===== src/rtl/itmr_pkg.sv =====
package itmr_pkg;
  localparam int CNT_W    = 12;
  localparam int PS_W     = 4;
  localparam int ADDR_W   = 8;
  localparam int DATA_W   = 16;
  localparam int LEAD_CYC = 3;

  localparam logic [ADDR_W-1:0] CTRL_ADDR = 8'h20;
  localparam logic [ADDR_W-1:0] CFG_ADDR  = 8'h21;

  typedef enum logic [1:0] {
    PH_IDLE = 2'd0,
    PH_LEAD = 2'd1,
    PH_RUN  = 2'd2,
    PH_HOLD = 2'd3
  } phase_t;

  // divisor for a prescale code: powers of two, then three times powers of two
  function automatic int unsigned half_period(input logic [PS_W-1:0] code);
    if (int'(code) < 8) return 32'd1 << int'(code);
    else                return 32'd3 << (int'(code) - 8);
  endfunction

  localparam int unsigned MAX_HALF = half_period({PS_W{1'b1}});
  localparam int PRE_W = $clog2(2 * MAX_HALF);
endpackage


===== src/rtl/itmr_prescale.sv =====
module itmr_prescale
  import itmr_pkg::*;
#(
  parameter int P_PS_W  = PS_W,
  parameter int P_PRE_W = PRE_W
) (
  input  logic              clk,
  input  logic              rst_n,
  input  logic              clear,
  input  logic              run,
  input  logic [P_PS_W-1:0] code,
  output logic              tick
);
  logic [P_PRE_W-1:0] acc_q;
  logic [P_PRE_W-1:0] last;

  // one count step every 2*N master cycles
  always_comb begin
    last = P_PRE_W'(2 * half_period(code) - 1);
    tick = run && (acc_q == last);
  end

  always_ff @(posedge clk) begin
    if (!rst_n)     acc_q <= '0;
    else if (clear) acc_q <= '0;
    else if (run)   acc_q <= tick ? '0 : acc_q + 1'b1;
  end
endmodule


===== src/rtl/itmr_count.sv =====
module itmr_count #(
  parameter int P_CNT_W = 12
) (
  input  logic               clk,
  input  logic               rst_n,
  input  logic               clear,
  input  logic               tick,
  input  logic [P_CNT_W-1:0] limit,
  output logic [P_CNT_W-1:0] value,
  output logic               hit
);
  always_comb hit = tick && ((value + P_CNT_W'(1)) == limit);

  always_ff @(posedge clk) begin
    if (!rst_n)     value <= '0;
    else if (clear) value <= '0;
    else if (tick)  value <= value + 1'b1;
  end
endmodule


===== src/rtl/itmr_ctrl.sv =====
module itmr_ctrl
  import itmr_pkg::*;
#(
  parameter int P_CNT_W  = CNT_W,
  parameter int P_PS_W   = PS_W,
  parameter int P_ADDR_W = ADDR_W,
  parameter int P_DATA_W = DATA_W
) (
  input  logic                clk,
  input  logic                rst_n,
  input  logic                wr,
  input  logic [P_ADDR_W-1:0] addr,
  input  logic [P_DATA_W-1:0] wdata,
  output logic [P_DATA_W-1:0] rdata,
  input  logic                hit,
  output logic [P_CNT_W-1:0]  timeout,
  output logic [P_PS_W-1:0]   code,
  output logic                launch,
  output logic                counting,
  output logic                en,
  output logic                done,
  output logic                halt_req
);
  localparam int LEAD_W = $clog2(LEAD_CYC);

  phase_t              phase_q;
  logic [LEAD_W-1:0]   lead_q;
  logic                en_q, hen_q, done_q;
  logic [P_CNT_W-1:0]  to_q;
  logic [P_PS_W-1:0]   code_q;
  logic                ctrl_wr, cfg_wr;

  always_comb begin
    ctrl_wr = wr && (addr == CTRL_ADDR);
    cfg_wr  = wr && (addr == CFG_ADDR);
    launch  = ctrl_wr && wdata[0] && !en_q;
  end

  always_ff @(posedge clk) begin
    if (!rst_n) begin
      phase_q <= PH_IDLE;
      lead_q  <= '0;
      en_q    <= 1'b0;
      hen_q   <= 1'b0;
      done_q  <= 1'b0;
      to_q    <= '0;
      code_q  <= '0;
    end else begin
      if (cfg_wr) {code_q, to_q} <= wdata[P_PS_W+P_CNT_W-1:0];
      if (ctrl_wr) begin
        en_q  <= wdata[0];
        hen_q <= wdata[1];
        if (wdata[2]) done_q <= 1'b0;
      end
      if (ctrl_wr && !wdata[0]) begin
        phase_q <= PH_IDLE;
      end else if (launch) begin
        phase_q <= PH_LEAD;
        lead_q  <= '0;
        done_q  <= 1'b0;
      end else begin
        case (phase_q)
          PH_LEAD: begin
            if (lead_q == LEAD_W'(LEAD_CYC - 1)) begin
              if (to_q == '0) begin
                done_q  <= 1'b1;
                phase_q <= PH_HOLD;
              end else begin
                phase_q <= PH_RUN;
              end
            end else begin
              lead_q <= lead_q + 1'b1;
            end
          end
          PH_RUN: begin
            if (hit) begin
              done_q  <= 1'b1;
              phase_q <= PH_HOLD;
            end
          end
          default: ;
        endcase
      end
    end
  end

  always_comb begin
    rdata = '0;
    if (addr == CTRL_ADDR)     rdata[2:0] = {done_q, hen_q, en_q};
    else if (addr == CFG_ADDR) rdata[P_PS_W+P_CNT_W-1:0] = {code_q, to_q};
    timeout  = to_q;
    code     = code_q;
    counting = (phase_q == PH_RUN);
    en       = en_q;
    done     = done_q;
    halt_req = hen_q && ((phase_q == PH_LEAD) || (phase_q == PH_RUN));
  end
endmodule


===== src/rtl/interval_timer.sv =====
module interval_timer
  import itmr_pkg::*;
#(
  parameter int P_CNT_W  = CNT_W,
  parameter int P_PS_W   = PS_W,
  parameter int P_ADDR_W = ADDR_W,
  parameter int P_DATA_W = DATA_W
) (
  input  logic                clk,
  input  logic                rst_n,
  input  logic                bus_wr,
  input  logic [P_ADDR_W-1:0] bus_addr,
  input  logic [P_DATA_W-1:0] bus_wdata,
  output logic [P_DATA_W-1:0] bus_rdata,
  output logic                halt_req,
  output logic                done
);
  logic [P_CNT_W-1:0] timeout;
  logic [P_CNT_W-1:0] cnt_val;
  logic [P_PS_W-1:0]  code;
  logic               launch, counting, tmr_en, tick, hit;

  itmr_ctrl #(
    .P_CNT_W(P_CNT_W), .P_PS_W(P_PS_W), .P_ADDR_W(P_ADDR_W), .P_DATA_W(P_DATA_W)
  ) u_ctrl (
    .clk(clk), .rst_n(rst_n), .wr(bus_wr), .addr(bus_addr), .wdata(bus_wdata),
    .rdata(bus_rdata), .hit(hit), .timeout(timeout), .code(code),
    .launch(launch), .counting(counting), .en(tmr_en), .done(done),
    .halt_req(halt_req)
  );

  itmr_prescale #(.P_PS_W(P_PS_W), .P_PRE_W(PRE_W)) u_pre (
    .clk(clk), .rst_n(rst_n), .clear(launch), .run(counting),
    .code(code), .tick(tick)
  );

  itmr_count #(.P_CNT_W(P_CNT_W)) u_cnt (
    .clk(clk), .rst_n(rst_n), .clear(launch), .tick(tick),
    .limit(timeout), .value(cnt_val), .hit(hit)
  );
endmodule


===== config.mk =====
export PLATFORM = sky130hd
export DESIGN_NAME = interval_timer
export DESIGN_NICKNAME = d
export VERILOG_FILES = /design/src/rtl/itmr_pkg.sv /design/src/rtl/itmr_prescale.sv /design/src/rtl/itmr_count.sv /design/src/rtl/itmr_ctrl.sv /design/src/rtl/interval_timer.sv
export SDC_FILE = /design/constraint.sdc
export NUM_CORES = 1
export LEC_CHECK = 0
export BUFFER_PORTS_ARGS = -buffer_cell sky130_fd_sc_hd__buf_2
export CAP_MARGIN = 20
export CORE_MARGIN = 1.5
export CORE_UTILIZATION = 45
export DETAILED_ROUTE_END_ITERATION = 10
export GPL_TIMING_DRIVEN = 1
export PLACE_DENSITY = 0.66
export REMOVE_ABC_BUFFERS = 1
export SYNTH_ARGS = -nofsm -noshare
export SYNTH_HDL_FRONTEND = slang
export SYNTH_SLANG_ARGS = --single-unit

===== constraint.sdc =====
create_clock -name clk -period 4.7 [get_ports clk]
set_input_delay 0.94 -clock clk [delete_from_list [all_inputs] [get_ports clk]]
set_output_delay 0.94 -clock clk [all_outputs]
set_load 0.02 [all_outputs]

==> impl_metrics.csv <==
group,metric,value,unit
run_status,status,"complete, no violations",
final_layout,regArea,900.9,sq um
floorplanning,dieArea,6869,sq um
synth,ys_seq_area_share,31.37,%
grt,grt_antenna_before_repair,0,
critical_path,crit_path_end_kind,"output port",
sta,rsz0062_at_grt,"false",
critical_path,crit_type,"input pin to output port",
placement,dp_hpwl,5120,um
sta,finalSetupTns,0,ns
critical_path,worst_ep_required_time,3.76,ns
synth,yosys.area.top_type_share,31.37,%
final_layout,final_area,3196,sq um
drt,viasPerCell,5.722,
synth,yosys.area.top_type,"dfxtp_1",
critical_path,startpoint_type,"input pin",
sta,max_freq,299.4,MHz
clock_tree,cts_max_level,2,
clock_tree,cts_buffer_depth,2,
synth,synth-simple-area-share,29.41,%
sta,period_share,71.06,%
synth,synth.avg_cell_area,7.719,sq um
floorplanning,ioPinCount,45,
drt,dr.pass1.iters,4,
synth,synth-async-reset-ratio,0,%
synth,synthTopCellsByCount,"dfxtp_1, nand2_1, nand3_1, nor2_1, a21oi_1",
final_layout,num-fill-cells,605,
floorplanning,rows,28,
final_layout,multi_input_area,1812,sq um
sta,finalSetupViolCount,0,
sta,drv_slew,0,
drt,wl_per_cell,14.93,um
clock_tree,cts-hold-fix-buffers,0,
grt,grt_overflow,0,
drt,num_vias,2741,
floorplanning,core_area,6026,sq um
synth,synthAdderAreaFrac,2.614,%
synth,yosysWarningCount,0,
grt,grt_first_pass_wirelength,12080,um
clock_tree,cts_resized,0,
grt,grt_usage,20.90,%
power_and_ir_drop,power_density,279.9,nW/um^2
run,cap_viol_max_count,0,
drt,ant_nets,0,
sta,worst_pin_slew,0.6330,ns
final_layout,utilization,53.03,%
sta,hold_viol_final,0,
clock_tree,clock_tree.root_cell,"clkbuf_8",
sta,timing.final.crit_period,3.340,ns
drt,totalWireLength,7151,um
final_layout,nets,436,
placement,placed_cell_area,3094,sq um
synth,synthFlopType,"dfxtp_1",
sta,relSlewSlack,57.70,%
synth,ys_top_cells_by_area,"dfxtp_1, xnor2_1, nand2_1",
clock_tree,clock_sinks,45,
floorplanning,initial_core_util,47.65,%
placement,routabilityCongestion,0.8372,
grt,grt_pass1_vias,2517,
clock_tree,cts.clk_slew.worst_paths,0.08,ns
critical_path,path_max_fanout,13,
grt,grt_max_degree,26,
power_and_ir_drop,vdd_ir_drop_max,243.0,uV
clock_tree,post_cts_buffers,0,
final_layout,diodes,0,
synth,synthCells,372,
power_and_ir_drop,fin_total_pwr,0.8945,mW
synth,synthXorXnorAreaFrac,9.717,%
hold_path,min_path_type,"flop to flop",
sta,skew,0.007686,ns
synth,ys_seq_elements,45,
synth,synth_edf_count,0,
placement,port-buffer-count,44,
synth,synth_top_family_by_area,"simple AND/OR/NAND/NOR gates",
synth,synth.most_common_cell,"dfxtp_1",
clock_tree,cts_tree,"built",
clock_tree,cts_buffers,5,
final_layout,drive_gt1_share,14.85,%
drt,drcViolationCount,0,
critical_path,crit_arrival,2.40,ns
floorplanning,die_y,82.88,um
synth,synth.cell_area,2872,sq um
sta,whs,0.5134,ns
clock_tree,insertion_delay,0.31,ns
floorplanning,die_w,82.88,um
drt,drt_iter0_markers,140,
synth,synth_cell_types,52,
synth,synth_compound_area_share,18.91,%
final_layout,area_growth,11.29,%
synth,synthMuxAreaShare,2.440,%
power_and_ir_drop,leakage,1.187,nW
[layer usage]
metal | share of wire, % | up-vias | GRT usage, %
met5 | 0 | - | 0
met4 | 0.73 | 0 | 4.091
met3 | 4.5 | 4 | 3.579
met2 | 46 | 59 | 35.11
met1 | 48 | 1293 | 28.31
li1 | - | 1385 | -
[worst max-delay path, stage by stage]
cell	delay, ns
buf_2	0.10
nor4_1	0.35
nand2_1	0.28
nor2_1	0.22
buf_4	0.22
and2_1	0.14
buf_2	0.16
[flip-flops by register name, indices dropped and copies added (netlist names)]
register / flops
u_pre.acc_q: 10
u_ctrl.lead_q: 2
u_cnt.value: 12
u_ctrl.timeout: 12
u_ctrl.en: 1
u_ctrl.code: 4
u_ctrl.done: 1
u_ctrl.hen_q: 1
u_ctrl.phase_q: 2
[cells in the final DEF, fill, tap and decap left out, drive strengths merged, types with 5 or more instances in the layout]
cell type	synthesis	final
nand2	37	37
nor3	6	6
nand4	7	7
xnor2	19	19
dfxtp	45	45
mux2i	7	7
a21oi	22	22
and2	10	10
buf	8	46
ha	6	6
clkbuf	14	7
nand3	27	27
o21ai	17	17
a21boi	17	17
nor4	6	6
xor2	12	12
or3	11	11
inv	14	14
nor2	27	27
nor2b	6	6
a31oi	5	5
and3	7	7
[report_power, final]
part | internal (mW) | leakage [nW] | switching, mW
sequential | 0.404 | 0.363 | 0.0218
clock | 0.133 | 0.0542 | 0.136
combinational | 0.0857 | 0.770 | 0.114
[cells by family after synthesis]
logic type,count (synthesis)
simple gates,163
compound gates,84
flops,45
buf+inv,36
xor+xnor,31
mux,7
fa+ha+maj,6
[per-stage QoR]
stage | cells | setup slack, ns
after floorplan | 350 | 1.199
after global placement | 471 | 1.404
after detailed placement | 471 | 1.377
after CTS | 479 | 1.358
after global routing | 479 | 1.161
final | 479 | 1.360
[cell type report]
type / count / share of cell area, %
Clock buffer: 7 / 3.015
Clock inverter: 1 / 0.1566
Inverter: 14 / 1.644
Multi-Input combinational cell: 291 / 56.70
Sequential cell: 45 / 28.19
Tap cell: 75 / 2.937
Timing Repair Buffer: 46 / 7.361
[path summary, 6_finish.rpt]
check | startpoint | to | slack [ns] | cells past startpoint
max reg2reg | u_ctrl.code[0]$_SDFFE_PN0P_ | u_cnt.value[4]$_SDFFE_PP0N_ | 1.40 | 9
min reg2reg | u_ctrl.lead_q[1]$_SDFFE_PN0P_ | u_ctrl.lead_q[1]$_SDFFE_PN0P_ | 0.51 | 2
max | bus_addr[6] | bus_rdata[5] | 1.36 | 7
min | u_ctrl.lead_q[1]$_SDFFE_PN0P_ | u_ctrl.lead_q[1]$_SDFFE_PN0P_ | 0.51 | 2
Power figures use the tool's default switching activity.
